--- src/rtl/alarm_match_pkg.sv ---
`timescale 1ns/1ps
// Package: field layout and register addresses for the alarm match block.
// Assumes seven calendar fields packed LSB-first, seconds lowest.
package alarm_match_pkg;

    localparam int NUM_FIELDS = 7;

    // Width of each BCD field: sec, min, hour, wday, day, month, year.
    function automatic int field_w(input int idx);
        case (idx)
            0:       return 7;
            1:       return 7;
            2:       return 6;
            3:       return 3;
            4:       return 6;
            5:       return 5;
            default: return 8;
        endcase
    endfunction

    // Bit position of a field inside the packed time bus.
    function automatic int field_lsb(input int idx);
        int acc;
        acc = 0;
        for (int k = 0; k < idx; k++) acc += field_w(k);
        return acc;
    endfunction

    localparam int TIME_W     = field_lsb(NUM_FIELDS);
    localparam int REG_COMMIT = 7;
    localparam int REG_IRQ_EN = 8;
    localparam int REG_STATUS = 9;

endpackage

--- src/rtl/alarm_match_field.sv ---
`timescale 1ns/1ps
// Module: compares one alarm field with its current value.
// Assumes both operands have the same BCD width; a disabled field always hits.
module alarm_match_field #(
    parameter int W = 8
) (
    input  logic         cmp_en,
    input  logic [W-1:0] alarm,
    input  logic [W-1:0] now,
    output logic         hit
);

    // Hit when the field is excluded or equal.
    assign hit = !cmp_en || (alarm == now);

endmodule

--- src/rtl/alarm_match_regs.sv ---
`timescale 1ns/1ps
// Module: register file for the alarm: staged fields, committed fields,
// interrupt enable and the write-one-to-clear request for the status bit.
// Assumes one write per cycle; commit copies the staging as of before the edge.
module alarm_match_regs
    import alarm_match_pkg::*;
#(
    parameter int ADDR_W = 4,
    parameter int DATA_W = 16,
    parameter int EN_BIT = 15
) (
    input  logic                  clk,
    input  logic                  rst_n,
    input  logic                  wr_en,
    input  logic [ADDR_W-1:0]     wr_addr,
    input  logic [DATA_W-1:0]     wr_data,
    output logic [TIME_W-1:0]     alm_val,
    output logic [NUM_FIELDS-1:0] alm_en,
    output logic                  irq_en,
    output logic                  sts_clr
);

    logic commit;
    logic unused_data;

    assign unused_data = ^wr_data;
    assign commit  = wr_en && (wr_addr == ADDR_W'(REG_COMMIT)) && wr_data[EN_BIT];
    assign sts_clr = wr_en && (wr_addr == ADDR_W'(REG_STATUS)) && wr_data[0];

    for (genvar g = 0; g < NUM_FIELDS; g++) begin : g_field
        localparam int W   = field_w(g);
        localparam int LSB = field_lsb(g);
        logic [W-1:0] stg_val, sh_val;
        logic         stg_en, sh_en;
        logic         wr_sel;

        assign wr_sel = wr_en && (wr_addr == ADDR_W'(g));

        // Capture a field write into the staging copy.
        always_ff @(posedge clk) begin
            if (!rst_n) begin
                stg_val <= '0;
                stg_en  <= 1'b0;
            end else if (wr_sel) begin
                stg_val <= wr_data[W-1:0];
                stg_en  <= wr_data[EN_BIT];
            end
        end

        // Move the staged field into the compared copy on commit.
        always_ff @(posedge clk) begin
            if (!rst_n) begin
                sh_val <= '0;
                sh_en  <= 1'b0;
            end else if (commit) begin
                sh_val <= stg_val;
                sh_en  <= stg_en;
            end
        end

        assign alm_val[LSB +: W] = sh_val;
        assign alm_en[g]         = sh_en;
    end

    // Hold the interrupt enable bit.
    always_ff @(posedge clk) begin
        if (!rst_n)
            irq_en <= 1'b0;
        else if (wr_en && (wr_addr == ADDR_W'(REG_IRQ_EN)))
            irq_en <= wr_data[0];
    end

endmodule

--- src/rtl/alarm_match_status.sv ---
`timescale 1ns/1ps
// Module: sticky match status and the gated level interrupt.
// Assumes tick is one cycle wide; a set beats a clear in the same cycle.
module alarm_match_status (
    input  logic clk,
    input  logic rst_n,
    input  logic tick,
    input  logic all_hit,
    input  logic any_en,
    input  logic clr,
    input  logic irq_en,
    output logic sts,
    output logic set_evt,
    output logic irq
);

    assign set_evt = tick && all_hit && any_en;

    // Set on a matching second, clear on a write of one.
    always_ff @(posedge clk) begin
        if (!rst_n)
            sts <= 1'b0;
        else if (set_evt)
            sts <= 1'b1;
        else if (clr)
            sts <= 1'b0;
    end

    assign irq = sts && irq_en;

endmodule

--- src/rtl/alarm_match_irq.sv ---
`timescale 1ns/1ps
// Module: top of the calendar alarm match interrupt.
// Assumes cur_time is valid whenever tick is high; the read port is combinational.
module alarm_match_irq
    import alarm_match_pkg::*;
#(
    parameter int ADDR_W = 4,
    parameter int DATA_W = 16,
    parameter int EN_BIT = 15
) (
    input  logic              clk,
    input  logic              rst_n,
    input  logic              tick,
    input  logic [TIME_W-1:0] cur_time,
    input  logic              wr_en,
    input  logic [ADDR_W-1:0] wr_addr,
    input  logic [DATA_W-1:0] wr_data,
    input  logic [ADDR_W-1:0] rd_addr,
    output logic [DATA_W-1:0] rd_data,
    output logic              irq
);

    logic [TIME_W-1:0]     alm_val;
    logic [NUM_FIELDS-1:0] alm_en;
    logic [NUM_FIELDS-1:0] hits;
    logic                  irq_en, sts_clr, sts, set_evt, any_en;
    logic [DATA_W-1:0]     fld_word [NUM_FIELDS];

    alarm_match_regs #(
        .ADDR_W(ADDR_W), .DATA_W(DATA_W), .EN_BIT(EN_BIT)
    ) u_regs (
        .clk(clk), .rst_n(rst_n), .wr_en(wr_en), .wr_addr(wr_addr),
        .wr_data(wr_data), .alm_val(alm_val), .alm_en(alm_en),
        .irq_en(irq_en), .sts_clr(sts_clr)
    );

    for (genvar g = 0; g < NUM_FIELDS; g++) begin : g_cmp
        localparam int W   = field_w(g);
        localparam int LSB = field_lsb(g);

        alarm_match_field #(.W(W)) u_field (
            .cmp_en(alm_en[g]), .alarm(alm_val[LSB +: W]),
            .now(cur_time[LSB +: W]), .hit(hits[g])
        );

        assign fld_word[g] = DATA_W'(alm_val[LSB +: W]) | (DATA_W'(alm_en[g]) << EN_BIT);
    end

    assign any_en = |alm_en;

    alarm_match_status u_status (
        .clk(clk), .rst_n(rst_n), .tick(tick), .all_hit(&hits),
        .any_en(any_en), .clr(sts_clr), .irq_en(irq_en),
        .sts(sts), .set_evt(set_evt), .irq(irq)
    );

    // Select the register addressed by rd_addr.
    always_comb begin
        rd_data = '0;
        for (int k = 0; k < NUM_FIELDS; k++)
            if (rd_addr == ADDR_W'(k)) rd_data = fld_word[k];
        if (rd_addr == ADDR_W'(REG_IRQ_EN)) rd_data = DATA_W'(irq_en);
        if (rd_addr == ADDR_W'(REG_STATUS)) rd_data = DATA_W'(sts);
    end

endmodule

--- config.mk ---
export PLATFORM = sky130hd
export DESIGN_NAME = alarm_match_irq
export DESIGN_NICKNAME = d
export VERILOG_FILES = /design/src/rtl/alarm_match_pkg.sv /design/src/rtl/alarm_match_field.sv /design/src/rtl/alarm_match_regs.sv /design/src/rtl/alarm_match_status.sv /design/src/rtl/alarm_match_irq.sv
export SDC_FILE = /design/constraint.sdc
export NUM_CORES = 1
export LEC_CHECK = 0
export ABC_CLOCK_PERIOD_IN_PS = 5300
export BUFFER_PORTS_ARGS = -buffer_cell sky130_fd_sc_hd__buf_2
export CAP_MARGIN = 20
export CORE_MARGIN = 3
export CORE_UTILIZATION = 40
export CTS_CLUSTER_SIZE = 40
export DETAILED_ROUTE_END_ITERATION = 10
export GPL_ROUTABILITY_DRIVEN = 0
export PLACE_DENSITY = 0.57
export REMOVE_ABC_BUFFERS = 1
export SLEW_MARGIN = 40
export SYNTH_ARGS = -nofsm -noshare
export SYNTH_HDL_FRONTEND = slang
export SYNTH_HIERARCHICAL = 1
export SYNTH_SLANG_ARGS = --single-unit
--- constraint.sdc ---
create_clock -name clk -period 5.3 [get_ports clk]
set_input_delay 1.325 -clock clk [delete_from_list [all_inputs] [get_ports clk]]
set_output_delay 1.325 -clock clk [all_outputs]
set_load 0.02 [all_outputs]
======== Word-level counts from Yosys, hierarchy flattened ========
Cells that the tools add are included.
Widths: inputs -> output; s select.
cells by class
  equality and inequality tests ........... 24
  multiplexer cells ....................... 11
  bitwise gates (word level) .............. 7
  reductions and logical operators ........ 34
operator list
  operator            count
  $mux 16             9
  $or 6x16->16        2
  $or 7x16->16        2
  $eq 4x3->1 const B  7
  $eq 4x2->1 const B  4
  $eq 4x4->1 const B  4
  $or 3x16->16        1
  $or 5x16->16        1
  $or 8x16->16        1
  $logic_and 1x1->1   15
  $eq 7x7->1          2
  $eq 6x6->1          2
  $eq 4x1->1 const B  2
  $eq 8x8->1          1
  $logic_not 4->1     2
  $logic_not 1->1     7
  $logic_or 1x1->1    7
  $reduce_and 7->1    1
  $reduce_or 7->1     1
  $eq 5x5->1          1
  $eq 3x3->1          1
  $mux 1              2
  $reduce_bool 2->1   1
storage, ports and cells
  register bits after elaboration ......... 100
  bits of input ports ..................... 70
  output and inout bits ................... 17
  logic and storage cells ................. 106

======== Logic depth before layout (Yosys ltp) ========
  depth after elaboration ................. 10
  depth in mapped cells ................... 7
  mapped depth without buffers ............ 7

======== Cells and area by module ========
The synthesis kept the hierarchy.
by module, submodules not included
  module                                     times used  cells an instance  area each (sq um)  sequential area each (sq um)
  alarm_match_regs                           1           350                3692.3             1981.9
  alarm_match_irq                            1           96                 649.4              0.0
  alarm_match_field at g_cmp[0].u_field ...  2           9                  83.8               0.0
  alarm_match_field at g_cmp[2].u_field ...  2           8                  71.3               0.0
  alarm_match_field at g_cmp[6].u_field      1           11                 87.6               0.0
  alarm_match_field at g_cmp[5].u_field      1           7                  56.3               0.0
  alarm_match_status                         1           5                  51.3               20.0
  alarm_match_field at g_cmp[3].u_field      1           4                  33.8               0.0

======== Worst setup path before layout ========
No wires, ideal clock.
  kind .................................... input to output
  start ................................... in rd_addr[2]
  end ..................................... out rd_data[3]
  data arrival time ....................... 2.495 ns
  data required time ...................... 3.975 ns
  slack ................................... 1.480 ns
  cell stages on the path ................. 4
  buffers on the path ..................... 2
  cell sequence ........................... clkbuf_1 > clkbuf_1 > a211oi_1 > a211oi_1
on the way
  longest elaborated chain between the ends .. 10
  elaborated cells on any way between the ends .. 18
  those cells by class .................... eq/ne: 8; mux: 9; reduce/logical: 1
ends and longest elaborated chain
  what                  line                   source
  from (decl)           alarm_match_irq.sv:18  input logic [ADDR_W-1:0] rd_addr,
  $logic_not 4->1       alarm_match_irq.sv:61  if (rd_addr == ADDR_W'(k)) rd_data = fld_word[k];
  $mux 16 (7 in a row)  alarm_match_irq.sv:61
  $mux 16               alarm_match_irq.sv:62  if (rd_addr == ADDR_W'(REG_IRQ_EN)) rd_data = DATA_W'(irq_en);
  $mux 16 *             alarm_match_irq.sv:63  if (rd_addr == ADDR_W'(REG_STATUS)) rd_data = DATA_W'(sts);
  to (decl)             alarm_match_irq.sv:19  output logic [DATA_W-1:0] rd_data,
Mark *: on every way between the ends. The rest lies on a longest branch, timed or not.

======== Final worst setup path ========
  start ................................... in rd_addr[0]
  end ..................................... out rd_data[2]
The elaborated chain is that of the path after synthesis.

==> flow_metrics.env <==
export IMPL_antenna_left=0
export IMPL_crit_chain="buf_2 -> nor2b_1 -> nand3b_1 -> o22ai_1 -> a21oi_1 -> buf_2"
export IMPL_max_cap_violations=0
export IMPL_vias_per_cell=5.119
export IMPL_min_period_over_period_pct=84.13
export IMPL_crit_fanout=25
export IMPL_synth_top_family_by_area="multiplexers"
export IMPL_final_hold_viol_count=0
export IMPL_async_flop_share_pct=0
export IMPL_dr_total_vias=3599
export IMPL_worst_ep_arrival_time_ns=3.13
export IMPL_ys_seq_elements=100
export IMPL_num_io_pins=87
export IMPL_yosysSeqAreaShare_pct=41.02
export IMPL_outcome="finished clean"
export IMPL_total_power_w=0.001561
export IMPL_start_util_pct=41.85
export IMPL_fin_nets=626
export IMPL_ys_flop_type="dfxtp_1"
export IMPL_tightest_slew_ns=0.8037
export IMPL_cts_buffers=9
export IMPL_min_to="u_regs/g_field[1].sh_en$_SDFFE_PN0P_"
export IMPL_placedInstanceArea_um2=5209
export IMPL_rsz0062_at_grt="false"
export IMPL_postCtsSetupBuffers=0
export IMPL_cts_root_buf="clkbuf_16"
export IMPL_fp_dieW_um=116.5
export IMPL_cts_resized=0
export IMPL_syn_area_um2=4881
export IMPL_rows=39
export IMPL_antenna_found_initial=0
export IMPL_fin_crit_ns=4.459
export IMPL_h_tree_depth=3
export IMPL_syn_area_per_cell_um2=9.627
export IMPL_port_buffers=72
export IMPL_synth_xor_area_share_pct=7.537
export IMPL_end_kind="output port"
export IMPL_vdd_ir_drop_max_uv=122.1
export IMPL_crit_type="in -> out"
export IMPL_post_route_drc_count=0
export IMPL_synth_distinct_cells=50
export IMPL_cts_tree="yes"
export IMPL_r2r_start="u_regs/g_field[5].sh_val[1]$_SDFFE_PN0P_"
export IMPL_worstPathRequired_ns=3.97
export IMPL_grt_util_all_layers_pct=18.47
export IMPL_r2r_slack_ns=3.58
export IMPL_cts_clk_slew_worst_paths_ns=0.06
export IMPL_cpMostUsedCell="buf_2"
export IMPL_core_um2=11660
export IMPL_dr_pass1_iters=4
export IMPL_finalWorstSetupSlack_ns=0.8409
export IMPL_clock_fmax_ghz=0.2243
export IMPL_post_drt_wl_per_cell_um=17.24
export IMPL_timing_setup_tns_ns=0
export IMPL_setup_violations=0
export IMPL_yosysWarnings=6
export IMPL_hold_class="reg -> reg"
export IMPL_ctsHoldBuffers=0
export IMPL_synth_edf_count=0
export IMPL_power_density_nw_per_um2=282.9
export IMPL_dpl_hpwl_um=8819
export IMPL_fp_dieH_um=116.5
export IMPL_synthCells=507
export IMPL_relSlewSlack_pct=46.31
export IMPL_reg2reg_depth=7
export IMPL_slew_viol_final=0
export IMPL_whs_path_depth=2
export IMPL_die_area_um2=13560
export IMPL_first_iter_violations=125
export IMPL_cts_sinks=100
export IMPL_cts_buffer_depth=2
export IMPL_start_kind="primary input"
export IMPL_dp_slack_ns=0.8586
export IMPL_slowest_stage="nor2b_1"
export IMPL_hp_start="u_regs/g_field[1].stg_en$_SDFFE_PN0P_"
export IMPL_area_delta_synth_final_pct=13.07
export IMPL_hold_worst_slack_ns=0.4703
export IMPL_diodes=0
export IMPL_yosys_area_share_simple_pct=16.30
export IMPL_final_layout_size_suffix_gt1_share_pct=19.11
export IMPL_clock_skew_ns=0.006177
export IMPL_grt_pass1_vias=3605
export IMPL_worst_path_largest_cell_delay_ns=0.72
export IMPL_p_leak_nw=2.227
export IMPL_stdcell_area_um2=5519
export IMPL_r2r_end="u_status/sts$_SDFFE_PN0P_"
export IMPL_drt_total_wl_um=12120
export IMPL_overflow=0
export IMPL_synth_compound_area_share_pct=6.075
export IMPL_synth_mux_area_share_pct=23.07
export IMPL_grt_max_degree=94
export IMPL_clock_latency_ns=0.34
export IMPL_yosys_area_share_adder_pct=0
export IMPL_grt_pass1_wl_um=19050
## metrics by stage
step                utilization (%)  std cells
global route                  47.32        703
floorplan                         -        469
finish                        47.32        703
global placement              44.58        688
CTS                           47.32        703
detailed placement            44.66        688
## logic make-up after synthesis
| group | after synthesis |
|---|---|
| AO/OA/AOI/OAI | 39 |
| AND/OR/NAND/NOR | 169 |
| flip-flops | 100 |
| buffers and inverters | 46 |
| other | 1 |
| multiplexers | 110 |
| XOR/XNOR | 42 |
## power breakdown
part           switching (W)  internal, W  total, W
sequential        0.00000140     0.000756  0.000758
clock               0.000274     0.000403  0.000677
combinational      0.0000780    0.0000490  0.000127
## final cells by class
type,count,area (um^2)
Fill cell,1148,6143
Multi-Input combinational cell,367,2624
Sequential cell,100,2002
Timing Repair Buffer,76,396.6
Clock buffer,12,266.5
Tap cell,143,178.9
Clock inverter,3,43.79
Inverter,2,7.507
## worst max-delay path by stage
stage	from	endpoint	slack, ns	cells after the start
2_1_floorplan	rd_addr[1]	rd_data[2]	1.58	4
4_1_cts	rd_addr[0]	rd_data[2]	0.86	6
3_3_place_gp	rd_addr[0]	rd_data[2]	0.88	6
6_report	rd_addr[0]	rd_data[2]	0.84	6
5_1_grt	rd_addr[0]	rd_data[2]	0.66	6
3_5_place_dp	rd_addr[0]	rd_data[2]	0.86	6
## Yosys cell counts (7+ instances only)
master	count	area share, %
buf_4	19	2.9
mux2i_1	108	22
nand4_1	7	0.90
buf_2	9	0.92
dfxtp_1	100	41
nand2_1	112	8.6
nor2_1	13	1.0
xnor2_1	27	4.8
xor2_1	15	2.7
clkbuf_1	11	0.85
nor2b_1	7	0.90
## placed cells by master, fill, tap and decap left out, drive strengths merged, types with 5 or more instances in the layout
cell and n:
nor2b 7, conb 7, nand4 7, nand2 114
mux2i 108, nor3 5, nand3b 5, buf 76
nor2 14, clkbuf 12, dfxtp 100, a21oi 5
xor2 15, o21ai 7, xnor2 27
## flip-flops by register name, indices dropped and copies added, names as in the netlist
signal / count
u_regs/g_field.sh_val: 42
u_regs/g_field.stg_en: 7
u_regs/g_field.sh_en: 7
u_status/sts: 1
u_regs/g_field.stg_val: 42
u_regs/irq_en: 1
## critical path: cells and delay by family
family	cells	cell delay, ns
simple gates	2	1.01
buf+inv	2	0.47
compound gates	2	0.32
## routing by layer
layer	track usage (%)	wire [um]	part of all wire, %	up-vias
li1	-	-	-	1812
met1	24.49	5549	46	1716
met2	30.78	5986	49	62
met3	3.109	461	3.8	9
met4	5.800	122	1.0	0
met5	0	0	0	-
(Power assumes the default switching activity.)
